### src/rtl/srin_pkg.sv
`timescale 1ns/1ps
package srin_pkg;

    localparam int NUM_VC     = 8;
    localparam int VC_W       = $clog2(NUM_VC);
    localparam int ROUTE_W    = 16;
    localparam int HOP_W      = 2;
    localparam int DATA_W     = 32;
    localparam int NUM_DIR    = 5;
    localparam int DIR_W      = $clog2(NUM_DIR);
    localparam int LOCAL_PORT = NUM_DIR - 1;

    typedef enum logic [1:0] {
        FK_IDLE = 2'b00,
        FK_HEAD = 2'b01,
        FK_BODY = 2'b10,
        FK_TAIL = 2'b11
    } flit_kind_e;

    typedef enum logic [1:0] {
        HOP_STRAIGHT = 2'b00,
        HOP_LEFT     = 2'b01,
        HOP_RIGHT    = 2'b10,
        HOP_EXTRACT  = 2'b11
    } hop_e;

    typedef enum logic [1:0] {
        VS_IDLE,
        VS_ACTIVE,
        VS_DROP
    } vc_state_e;

    typedef struct packed {
        flit_kind_e           kind;
        logic [ROUTE_W-1:0]   route;
        logic [DATA_W-1:0]    data;
    } flit_t;

    // Route as seen by the next router: this hop consumed, zero-filled on top.
    function automatic logic [ROUTE_W-1:0] next_route(input logic [ROUTE_W-1:0] r);
        return r >> HOP_W;
    endfunction

endpackage

### src/rtl/srin_vc_fifo.sv
`timescale 1ns/1ps
module srin_vc_fifo #(
    parameter int WIDTH = 8,
    parameter int DEPTH = 4
) (
    input  logic             clk,
    input  logic             rst,
    input  logic             push,
    input  logic [WIDTH-1:0] din,
    input  logic             pop,
    output logic [WIDTH-1:0] dout,
    output logic             empty,
    output logic             full
);
    localparam int PW = (DEPTH > 1) ? $clog2(DEPTH) : 1;
    localparam int CW = $clog2(DEPTH + 1);

    logic [WIDTH-1:0] mem [DEPTH];
    logic [PW-1:0]    rd_ptr, wr_ptr;
    logic [CW-1:0]    count;
    logic             do_push, do_pop;

    assign empty   = (count == '0);
    assign full    = (count == CW'(DEPTH));
    assign do_push = push && !full;
    assign do_pop  = pop && !empty;
    assign dout    = mem[rd_ptr];

    always_ff @(posedge clk) begin
        if (do_push) begin
            mem[wr_ptr] <= din;
        end
    end

    always_ff @(posedge clk) begin
        if (rst) begin
            rd_ptr <= '0;
            wr_ptr <= '0;
            count  <= '0;
        end else begin
            if (do_push) begin
                wr_ptr <= (wr_ptr == PW'(DEPTH - 1)) ? '0 : wr_ptr + 1'b1;
            end
            if (do_pop) begin
                rd_ptr <= (rd_ptr == PW'(DEPTH - 1)) ? '0 : rd_ptr + 1'b1;
            end
            count <= count + CW'(do_push) - CW'(do_pop);
        end
    end
endmodule

### src/rtl/srin_hop_decode.sv
`timescale 1ns/1ps
module srin_hop_decode
    import srin_pkg::*;
#(
    parameter int PORT_ID    = 0,
    parameter int LOCAL_HEAD = 0
) (
    input  logic [HOP_W-1:0] hop,
    output logic [DIR_W-1:0] dir,
    output logic             bad
);
    localparam bit       IS_LOCAL = (PORT_ID == LOCAL_PORT);
    localparam int       HEAD_I   = IS_LOCAL ? LOCAL_HEAD : ((PORT_ID + 2) % 4);
    localparam logic [1:0] HEADING = HEAD_I[1:0];

    logic [1:0] turned;

    always_comb begin
        bad    = 1'b0;
        turned = HEADING;
        dir    = DIR_W'(LOCAL_PORT);
        case (hop)
            HOP_STRAIGHT: begin
                turned = HEADING;
                dir    = {1'b0, turned};
                bad    = IS_LOCAL;
            end
            HOP_LEFT: begin
                turned = HEADING + 2'd3;
                dir    = {1'b0, turned};
            end
            HOP_RIGHT: begin
                turned = HEADING + 2'd1;
                dir    = {1'b0, turned};
            end
            default: begin
                dir = DIR_W'(LOCAL_PORT);
            end
        endcase
    end
endmodule

### src/rtl/srin_vc_pick.sv
`timescale 1ns/1ps
module srin_vc_pick #(
    parameter int N  = 8,
    parameter int IW = $clog2(N)
) (
    input  logic [N-1:0]  elig,
    input  logic          lock_vld,
    input  logic [IW-1:0] lock_idx,
    output logic          any,
    output logic [IW-1:0] idx
);
    always_comb begin
        any = |elig;
        idx = '0;
        for (int i = N - 1; i >= 0; i--) begin
            if (elig[i]) begin
                idx = IW'(i);
            end
        end
        if (lock_vld && elig[lock_idx]) begin
            idx = lock_idx;
        end
    end
endmodule

### src/rtl/srcroute_in_ctrl.sv
`timescale 1ns/1ps
module srcroute_in_ctrl
    import srin_pkg::*;
#(
    parameter int PORT_ID    = 0,
    parameter int LOCAL_HEAD = 0,
    parameter int FIFO_DEPTH = 4
) (
    input  logic                clk,
    input  logic                rst,
    input  logic [1:0]          in_kind,
    input  logic [VC_W-1:0]     in_vc,
    input  logic [ROUTE_W-1:0]  in_route,
    input  logic [DATA_W-1:0]   in_data,
    output logic [NUM_VC-1:0]   up_ready,
    output logic [NUM_DIR-1:0]  out_req,
    input  logic                out_gnt,
    output logic [1:0]          out_kind,
    output logic [VC_W-1:0]     out_vc,
    output logic [ROUTE_W-1:0]  out_route,
    output logic [DATA_W-1:0]   out_data,
    output logic                route_err
);
    localparam int FLIT_W = $bits(flit_t);

    flit_t              wr_flit;
    logic [NUM_VC-1:0]  push, pop, empty, full;
    logic [FLIT_W-1:0]  q_raw   [NUM_VC];
    flit_kind_e         hkind   [NUM_VC];
    logic [ROUTE_W-1:0] hroute  [NUM_VC];
    logic [DATA_W-1:0]  hdata   [NUM_VC];
    logic [DIR_W-1:0]   dec_dir [NUM_VC];
    logic [NUM_VC-1:0]  dec_bad;

    vc_state_e          vst     [NUM_VC];
    logic [DIR_W-1:0]   vdir    [NUM_VC];

    logic [NUM_VC-1:0]  start_ok, start_bad, discard, elig;
    logic               sel_any, fire;
    logic [VC_W-1:0]    sel_idx;
    logic               lock_vld;
    logic [VC_W-1:0]    lock_idx;

    assign wr_flit = '{kind: flit_kind_e'(in_kind), route: in_route, data: in_data};

    // Per-channel storage and turn decode at the front of each FIFO.
    generate
        for (genvar v = 0; v < NUM_VC; v++) begin : g_vc
            flit_t hf;

            srin_vc_fifo #(
                .WIDTH (FLIT_W),
                .DEPTH (FIFO_DEPTH)
            ) u_fifo (
                .clk   (clk),
                .rst   (rst),
                .push  (push[v]),
                .din   (wr_flit),
                .pop   (pop[v]),
                .dout  (q_raw[v]),
                .empty (empty[v]),
                .full  (full[v])
            );

            assign hf        = flit_t'(q_raw[v]);
            assign hkind[v]  = hf.kind;
            assign hroute[v] = hf.route;
            assign hdata[v]  = hf.data;

            srin_hop_decode #(
                .PORT_ID    (PORT_ID),
                .LOCAL_HEAD (LOCAL_HEAD)
            ) u_dec (
                .hop (hf.route[HOP_W-1:0]),
                .dir (dec_dir[v]),
                .bad (dec_bad[v])
            );
        end
    endgenerate

    srin_vc_pick #(
        .N  (NUM_VC),
        .IW (VC_W)
    ) u_pick (
        .elig     (elig),
        .lock_vld (lock_vld),
        .lock_idx (lock_idx),
        .any      (sel_any),
        .idx      (sel_idx)
    );

    assign fire = sel_any && out_gnt;

    always_comb begin
        for (int v = 0; v < NUM_VC; v++) begin
            push[v]      = (in_kind != FK_IDLE) && (in_vc == VC_W'(v));
            up_ready[v]  = !full[v];
            start_ok[v]  = (vst[v] == VS_IDLE) && !empty[v] &&
                           (hkind[v] == FK_HEAD) && !dec_bad[v];
            start_bad[v] = (vst[v] == VS_IDLE) && !empty[v] &&
                           (hkind[v] == FK_HEAD) && dec_bad[v];
            // Drop mode flushes the bad packet; stray non-head flits on an
            // idle channel have no output and are flushed as well.
            discard[v]   = !empty[v] &&
                           ((vst[v] == VS_DROP) ||
                            ((vst[v] == VS_IDLE) && ((hkind[v] != FK_HEAD) || dec_bad[v])));
            elig[v]      = (vst[v] == VS_ACTIVE) && !empty[v];
            pop[v]       = discard[v] || (fire && (sel_idx == VC_W'(v)));
        end
    end

    always_comb begin
        out_req   = '0;
        out_kind  = FK_IDLE;
        out_vc    = '0;
        out_route = '0;
        out_data  = '0;
        if (sel_any) begin
            out_req[vdir[sel_idx]] = 1'b1;
            out_kind  = hkind[sel_idx];
            out_vc    = sel_idx;
            out_data  = hdata[sel_idx];
            out_route = (hkind[sel_idx] == FK_HEAD) ? next_route(hroute[sel_idx])
                                                    : hroute[sel_idx];
        end
    end

    always_ff @(posedge clk) begin
        if (rst) begin
            for (int v = 0; v < NUM_VC; v++) begin
                vst[v]  <= VS_IDLE;
                vdir[v] <= '0;
            end
            route_err <= 1'b0;
            lock_vld  <= 1'b0;
            lock_idx  <= '0;
        end else begin
            for (int v = 0; v < NUM_VC; v++) begin
                case (vst[v])
                    VS_IDLE: begin
                        if (start_ok[v]) begin
                            vst[v]  <= VS_ACTIVE;
                            vdir[v] <= dec_dir[v];
                        end else if (start_bad[v]) begin
                            vst[v] <= VS_DROP;
                        end
                    end
                    VS_ACTIVE: begin
                        if (fire && (sel_idx == VC_W'(v)) && (hkind[v] == FK_TAIL)) begin
                            vst[v] <= VS_IDLE;
                        end
                    end
                    VS_DROP: begin
                        if (!empty[v] && (hkind[v] == FK_TAIL)) begin
                            vst[v] <= VS_IDLE;
                        end
                    end
                    default: vst[v] <= VS_IDLE;
                endcase
            end
            route_err <= |start_bad;
            lock_vld  <= sel_any && !out_gnt;
            lock_idx  <= sel_idx;
        end
    end
endmodule

### config.mk
export PLATFORM = sky130hd
export DESIGN_NAME = srcroute_in_ctrl
export DESIGN_NICKNAME = d
export VERILOG_FILES = /design/src/rtl/srin_pkg.sv /design/src/rtl/srin_vc_fifo.sv /design/src/rtl/srin_hop_decode.sv /design/src/rtl/srin_vc_pick.sv /design/src/rtl/srcroute_in_ctrl.sv
export SDC_FILE = /design/constraint.sdc
export NUM_CORES = 2
export LEC_CHECK = 0
export BUFFER_PORTS_ARGS = -buffer_cell sky130_fd_sc_hd__buf_2
export CAP_MARGIN = 20
export CORE_UTILIZATION = 30
export CTS_CLUSTER_SIZE = 16
export DETAILED_ROUTE_END_ITERATION = 10
export PLACE_DENSITY = 0.49
export SETUP_SLACK_MARGIN = 0.15
export SLEW_MARGIN = 20
export SYNTH_ARGS = -nofsm -noshare
export SYNTH_HDL_FRONTEND = slang
export SYNTH_SLANG_ARGS = --single-unit
### constraint.sdc
create_clock -name clk -period 3.6 [get_ports clk]
set_input_delay 0.36 -clock clk [delete_from_list [all_inputs] [get_ports clk]]
set_output_delay 0.36 -clock clk [all_outputs]
set_load 0.05 [all_outputs]
# --- Word level (Yosys, flattened, before mapping) ---
# Memory sizes are Yosys's and may differ from the RTL's. A register that Yosys moved wholly into a read port is not among the register bits.
# Index checks and enable logic that the tools add are counted.
totals:
  ff_bits: 60
  mem_bits_rw: 1632
  in_bits: 56
  out_inout_bits: 67
  elab_cells: 615
  mem_count: 10
op_classes:
  add_sub_neg: 32
  n_lt_le_gt_ge: 4
  n_eq_ne: 95
  n_mux: 246
  n_bitwise: 41
  reduce_logical: 161
memory_table:
  columns: ["name", "depth", "word_bits", "rd", "rd_ports_with_merged_regs", "wr", "line_no", "source"]
  rows:
  - ["g_vc[0].u_fifo.mem", 4, 50, 1, 1, 1, "srin_vc_fifo.sv:18", "logic [WIDTH-1:0] mem [DEPTH];"]
  - ["g_vc[1].u_fifo.mem", 4, 50, 1, 1, 1, "srin_vc_fifo.sv:18", null]
  - ["g_vc[2].u_fifo.mem", 4, 50, 1, 1, 1, "srin_vc_fifo.sv:18", null]
  - ["g_vc[3].u_fifo.mem", 4, 50, 1, 1, 1, "srin_vc_fifo.sv:18", null]
  - ["g_vc[4].u_fifo.mem", 4, 50, 1, 1, 1, "srin_vc_fifo.sv:18", null]
  - ["g_vc[5].u_fifo.mem", 4, 50, 1, 1, 1, "srin_vc_fifo.sv:18", null]
  - ["+4 memories", null, null, null, null, null, null, null]
ops:
  columns: ["op", "count"]
  rows:
  - ["2-to-1 mux 1 bit", 172]
  - ["binary-select mux 32 bit (select 3 bit)", 1]
  - ["2-to-1 mux 32 bit", 3]
  - ["logical AND 1 bit", 92]
  - ["== test 2 bit, second input constant", 40]
  - ["case mux 3 bit (3 select lines)", 8]
  - ["2-to-1 mux 2 bit", 35]
  - ["2-to-1 mux 16 bit", 4]
  - ["2-to-1 mux 3 bit", 18]
  - ["== test 2 x 1 -> 1 bit, second input constant", 25]
  - ["binary-select mux 16 bit (select 3 bit)", 1]
  - ["== test 3 bit, second input constant", 16]
  - ["bitwise OR 1 bit", 40]
  - ["adder 2 x 1 -> 2 bit, second input constant", 16]
  - ["zero test 2 bit", 16]
  - ["zero test 3 bit", 10]
  - ["adder 3 x 1 -> 3 bit", 8]
  - ["OR reduction 3 bit", 8]
  - ["subtractor 3 x 1 -> 3 bit", 8]
  - ["zero test 1 bit", 17]
  - ["logical OR 1 bit", 16]
  - ["inequality test 2 x 1 -> 1 bit, second input constant", 8]
  - ["== test 3 x 2 -> 1 bit, second input constant", 4]
  - ["less-than comparator 3 x 4 -> 1 bit, second input constant", 2]
  - ["other kinds (10)", 11]

# --- Longest topological paths before layout ---
depth:
  ltp_word: 22
  depth_mapped: 19

# --- By module ---
# Synthesis repeated with hierarchy kept, for this count alone.
hier_totals:
  hier_cells: 3119
  area_unflattened_um2: 68304.3
by_module_without_submodules:
  columns: ["module", "instances", "cells_per_inst", "area_per_inst_um2"]
  rows:
  - ["srin_vc_fifo", 8, 312, 7686.1]
  - ["srcroute_in_ctrl", 1, 530, 6089.6]
  - ["srin_hop_decode", 8, 8, 66.3]
  - ["srin_vc_pick", 1, 29, 195.2]

# --- Worst setup path before layout ---
# Ideal clock, no wire load.
synth_path:
  kind: "reg2out"
  startpoint: "reg g_vc[5].u_fifo.count[1]"
  endpoint: "out out_req[2]"
  t_arrival_ps: 4054
  required_ps: 3240
  setup_slack_ps: -814
  path_stages_with_launch: 12
  path_buffers: 2
  cell_sequence: "dfxtp_1 or3_1 a222oi_1 o21a_1 o21a_1 a21oi_4 inv_2 buf_2 clkbuf_1 nand3_1 a31o_2 nor4bb_1"
synth_between:
  elab_chain_len: 16
  word_cells_on_any_way: 21
  cone_classes: "order compare: 2; mux: 12; reduce/logical: 6; memory: 1"
synth_lines:
  columns: ["item", "line_no", "source"]
  rows:
  - ["from (decl)", "srin_vc_fifo.sv:20", "logic [CW-1:0] count;"]
  - ["from (signal assigned)", "srin_vc_fifo.sv:47", "count <= count + CW'(do_push) - CW'(do_pop);"]
  - ["zero test 3 bit *", "srin_vc_fifo.sv:23", "assign empty = (count == '0);"]
  - ["zero test 1 bit *", "srcroute_in_ctrl.sv:107", "elig[v] = (vst[v] == VS_ACTIVE) && !empty[v];"]
  - ["logical AND 1 bit *", "srcroute_in_ctrl.sv:107", null]
  - ["2-to-1 mux 3 bit (6 in a row)", "srin_vc_pick.sv:16", "if (elig[i]) begin"]
  - ["2-to-1 mux 3 bit", "srin_vc_pick.sv:20", "if (lock_vld && elig[lock_idx]) begin"]
  - ["memory (8 x 3 bit)", null, null]
  - ["less-than comparator 3 x 4 -> 1 bit (not written as such) / greater-or-equal comparator 3 x 1 -> 1 bit (equally long branches)", "srcroute_in_ctrl.sv:119", "out_req[vdir[sel_idx]] = 1'b1;"]
  - ["logical AND 1 bit (not written as such)", "srcroute_in_ctrl.sv:119", null]
  - ["2-to-1 mux 1 bit (not written as such)", "srcroute_in_ctrl.sv:119", null]
  - ["demux 1 bit (select 3 bit)", "srcroute_in_ctrl.sv:119", null]
  - ["2-to-1 mux 5 bit *", "srcroute_in_ctrl.sv:118", "if (sel_any) begin"]
  - ["to (decl)", "srcroute_in_ctrl.sv:16", "output logic [NUM_DIR-1:0] out_req,"]
# Every way passes the cells marked *; elsewhere a longest branch is shown, timed or not. The select of a mux whose other input is x is not followed.

# --- Worst setup path after layout ---
layout_path:
  startpoint: "reg g_vc[5].u_fifo.count[0]"
  endpoint: "out out_route[1]"
layout_between:
  elab_chain_len: 17
  word_cells_on_any_way: 24
  cone_classes: "eq/ne: 1; mux: 17; bitwise: 1; reduce/logical: 5"
layout_lines:
  columns: ["item", "line_no", "source"]
  rows:
  - ["zero test 3 bit *", "srin_vc_fifo.sv:23", null]
  - ["zero test 1 bit *", "srcroute_in_ctrl.sv:107", null]
  - ["logical AND 1 bit *", "srcroute_in_ctrl.sv:107", null]
  - ["2-to-1 mux 3 bit (6 in a row)", "srin_vc_pick.sv:16", null]
  - ["2-to-1 mux 3 bit", "srin_vc_pick.sv:20", null]
  - ["NOT 3 -> 4 bit (not written as such)", "srcroute_in_ctrl.sv:123, srcroute_in_ctrl.sv:124", null]
  - ["binary-select mux 2 bit (select 3 bit)", "srcroute_in_ctrl.sv:123", "out_route = (hkind[sel_idx] == FK_HEAD) ? next_route(hroute[sel_idx])"]
  - ["2-to-1 mux 2 bit (not written as such) (2 in a row)", "srcroute_in_ctrl.sv:123", null]
  - ["== test 2 x 1 -> 1 bit", "srcroute_in_ctrl.sv:123", null]
  - ["2-to-1 mux 16 bit", "srcroute_in_ctrl.sv:123", null]
  - ["2-to-1 mux 16 bit *", "srcroute_in_ctrl.sv:118", null]
  - ["to (decl)", "srcroute_in_ctrl.sv:20", "output logic [ROUTE_W-1:0] out_route,"]
# Marked as above.

==> run metrics <==
Post-Syn Area per Cell 19.24 um2; Clock transition at path regs ~60 ps; GRT met1 Usage 0.2470; final instance area ~84,000 um2; Clock Skew approximately 42 ps; post-synthesis register bit count around 1,700; top achievable clock speed 230.3 MHz; clk buf depth 3; Core Util, Final 0.3763; clock sinks 1,708; failing checks negative setup slack; Critical Path Source g_vc[5].u_fifo.count[0]; post-synth top area cell edfxtp_1; critical path launch point type register; max-slew violations 0; io pins 123; HP Class in2reg; reg2reg end g_vc[5].u_fifo.count[2]; FP Rows 173; Layout area overhead 24.32%; H-tree depth 4; Synth async-reset ratio 0; slowest stage delay, CP ~430 ps; Fin Setup TNS -34,780 ps; DRT iter0 DRCs 3,650; post-place setup slack -220.0 ps; starting density of the core 0.3027; Critical Path, Cell by Cell or3_1 -> a222oi_1 -> o21a_1 -> o21a_1 -> a21oi_4 -> inv_8 -> buf_16 -> buf_8 -> mux2i_1 -> mux2i_1 -> a32o_2 -> mux2_2 -> buf_12; DRT Wirelength 201,600 um; Worst Setup EP out_route[1]; GRT overflow 0; Int Power a little over 50 mW; final estimated routing congestion in global placement 0.7976; Crit Path Class reg2out; Worst EP required between 3000 and 4000 ps; NumNets Final approximately 4,100; met2 Use GR 0.2680; drt via density 5.045; count of cells along the worst register-to-register path 25; synthesized area 67,490 um2; DIE AREA 226,900 um2; placed cell area around 75,000 um2; WL/cell about 28 um; vias in the first global route around 36,000; Post-synth top flop edfxtp_1; Comb pwr share 0.499; net switching power 31.37 mW; Worst Tran Pin Value ~950 ps; first-pass GRT wire length around 280,000 um; Post-synth EDFFs roughly 1,600; Crit Path Max Fanout 9; residual DRC count 0; Num CTS Buffers 179; Seq pwr share 0.282; worst rel slew slack 0.3582; Worst Path Arrival 3980 ps; max-cap violations 0; clock latency on the worst-skew pair 830 ps; core area 223,000 um2; Cells after Synth 3,508; share of post-route cells with drive strength above 1 0.3514; Die W between 400 and 500 um; GR Util met3 0.03369; VDD IR max 1.441 mV; crit path max-delay cell type a222oi_1; Sw Ratio 0.3842; antenna viol nets, final 0; setup ws final -741.6 ps; clk root buf clkbuf_16; Port Buffer Count about 120; Final setup viols 61; Final min period 4342 ps; RSZ-0062 raised after global routing yes; power per cell area slightly below 1000 nW/um2; synthesis warning total 0; r2r setup slk -580 ps; Clk pwr share 0.219; register cell area after layout about 51,000 um2; outcome finished with violations; Seq/Total Area, Yosys 0.7487; CTS tree built; pin count of the biggest net entering global routing 54; endpoints failing hold 0; most used routing layer met2; post-synthesis net count 3,644; footprint of the multi-input gates 17,910 um2; top cells by count, synth edfxtp_1 (1,632), nand2_1 (425), mux4_2 (400); chip height 476.3 um; most common cell in the netlist edfxtp_1; area share of the largest cell type after synthesis 0.7261; GRT Resource Usage Total 0.1730; reg2reg start vst[0][0]; leakage 27.16 nW; First-pass DRT Iterations 5; Layout fillers between 20,000 and 25,000; main area contributors after synthesis edfxtp_1 (73%), mux4_2 (13%), nand2_1 (2.4%); Netlist cell types 68; initial antenna violation count 13; hpwl dp 117,300 um; CP endpoint kind output port; crit share post-route 1.206; DR vias 35,930
==> power by group through the flow <==
stage / clock (mW) / sequential, mW / combinational [mW]
6_report: 17.9 / 23.0 / 40.8
5_1_grt: 19.0 / 23.1 / 42.8
4_1_cts: 18.3 / 23.0 / 37.8
3_5_place_dp: 0 / 23.4 / 33.8
3_3_place_gp: 0 / 23.4 / 33.9
2_1_floorplan: 0 / 23.1 / 19.7
==> timing repair <==
item | CTS | global route
hold buffers | 18 | 0
pin swaps | 39 | 65
hold endpoints to repair | 248 | 0
gates cloned | 7 | 13
resized for setup | 219 | 183
setup endpoints to repair | 71 | 79
buffers inserted | 54 | 17
==> cell usage in the layout, fill, tap and decap left out, types with 10 or more instances in the layout <==
master / netlist / layout
edfxtp_1: 1632 / 1632
mux4_2: 400 / 400
nand2_1: 425 / 383
buf_4: 1 / 207
clkbuf_16: 0 / 191
buf_12: 0 / 113
a21oi_1: 146 / 70
nor2_1: 74 / 68
mux2i_1: 85 / 68
buf_2: 15 / 67
ha_1: 72 / 66
inv_1: 68 / 61
a21oi_2: 1 / 57
clkbuf_1: 136 / 54
dfxtp_1: 76 / 53
buf_6: 1 / 53
nand3_1: 44 / 37
and2_4: 0 / 34
clkinv_1: 0 / 32
o22ai_4: 0 / 31
nand2_2: 0 / 29
clkinv_2: 0 / 23
a21oi_4: 1 / 21
nor2b_1: 20 / 19
dlygate4sd3_1: 0 / 18
dfxtp_4: 0 / 16
nand2b_1: 15 / 14
buf_16: 0 / 14
and2_1: 47 / 13
nand2_4: 0 / 13
mux2_4: 8 / 11
nor3_1: 13 / 10
a32o_2: 0 / 10
bufinv_16: 0 / 10
buf_8: 0 / 10
==> stage by stage <==
step | std cells | hold WS, ps | total power [mW]
6_report | 7122 | 42.26 | 81.63
5_1_grt | 7121 | 28.79 | 84.84
4_1_cts | 7089 | 0.9212 | 79.02
3_5_place_dp | 6690 | 479.1 | 57.23
3_3_place_gp | 6690 | 470.5 | 57.27
2_1_floorplan | 3508 | 458.9 | 42.77
==> sequential cells by signal (all words and copies together), names as in the netlist, named ones only <==
name	cells
g_vc.u_fifo.count	24
lock_vld	1
vst	8
g_vc.u_fifo.wr_ptr	16
lock_idx	3
g_vc.u_fifo.rd_ptr	16
vdir	24
g_vc.u_fifo.mem	1600
==> how the worst min path moves through the flow <==
stage | start | end | slack [ps] | cells after the start
final | in_data[29] | g_vc[1].u_fifo.mem[3][29] | 40 | 1
after global routing | in_data[29] | g_vc[7].u_fifo.mem[1][29] | 30 | 1
after CTS | in_data[29] | g_vc[7].u_fifo.mem[0][29] | 0.9 | 1
after detailed placement | g_vc[3].u_fifo.rd_ptr[0] | register | 480 | 2
after global placement | g_vc[6].u_fifo.rd_ptr[0] | register | 470 | 2
after floorplan | in_data[0] | g_vc[0].u_fifo.mem[0][0] | 460 | 0
==> area by class of cell <==
cell class	instances	area share
diodes	3	0.00008947
multi-input cells	1552	0.2134
inverters	69	0.003266
repair buffers	495	0.06909
flip-flops and latches	1708	0.6030
well taps	2975	0.04436
clock inverters	85	0.01060
clock buffers	235	0.05613
==> per-layer routing <==
| metal | part of all wire | wire, um |
|---|---|---|
| met1 | 0.45 | 91020 |
| met2 | 0.46 | 93310 |
| met3 | 0.061 | 12280 |
| met4 | 0.024 | 4914 |
| met5 | 0.00023 | 46 |
==> worst max-delay path, delay by kind of cell, from the launching register on <==
kind	cells	cell delay [ps]
AO/OA/AOI/OAI	5	1190
buffers and inverters	4	640
flip-flops	1	330
AND/OR/NAND/NOR	1	370
multiplexers	3	660
==> cells by family (layout without fill, tap and decap cells) <==
| logic type | Yosys count | count (layout) | synth area share |
|---|---|---|---|
| AOI/OAI and AO/OA | 266 | 267 | 0.02507 |
| xor gates and xnor gates | 16 | 16 | 0.002076 |
| adders and majority gates | 80 | 80 | 0.01572 |
| buffers and inverters | 249 | 884 | 0.01429 |
| DFF | 1708 | 1708 | 0.7487 |
| muxes | 501 | 501 | 0.1492 |
| other | 1 | 4 | 0.00005556 |
| and+or+nand+nor | 687 | 687 | 0.04486 |
Power figures use the tool's default switching activity.
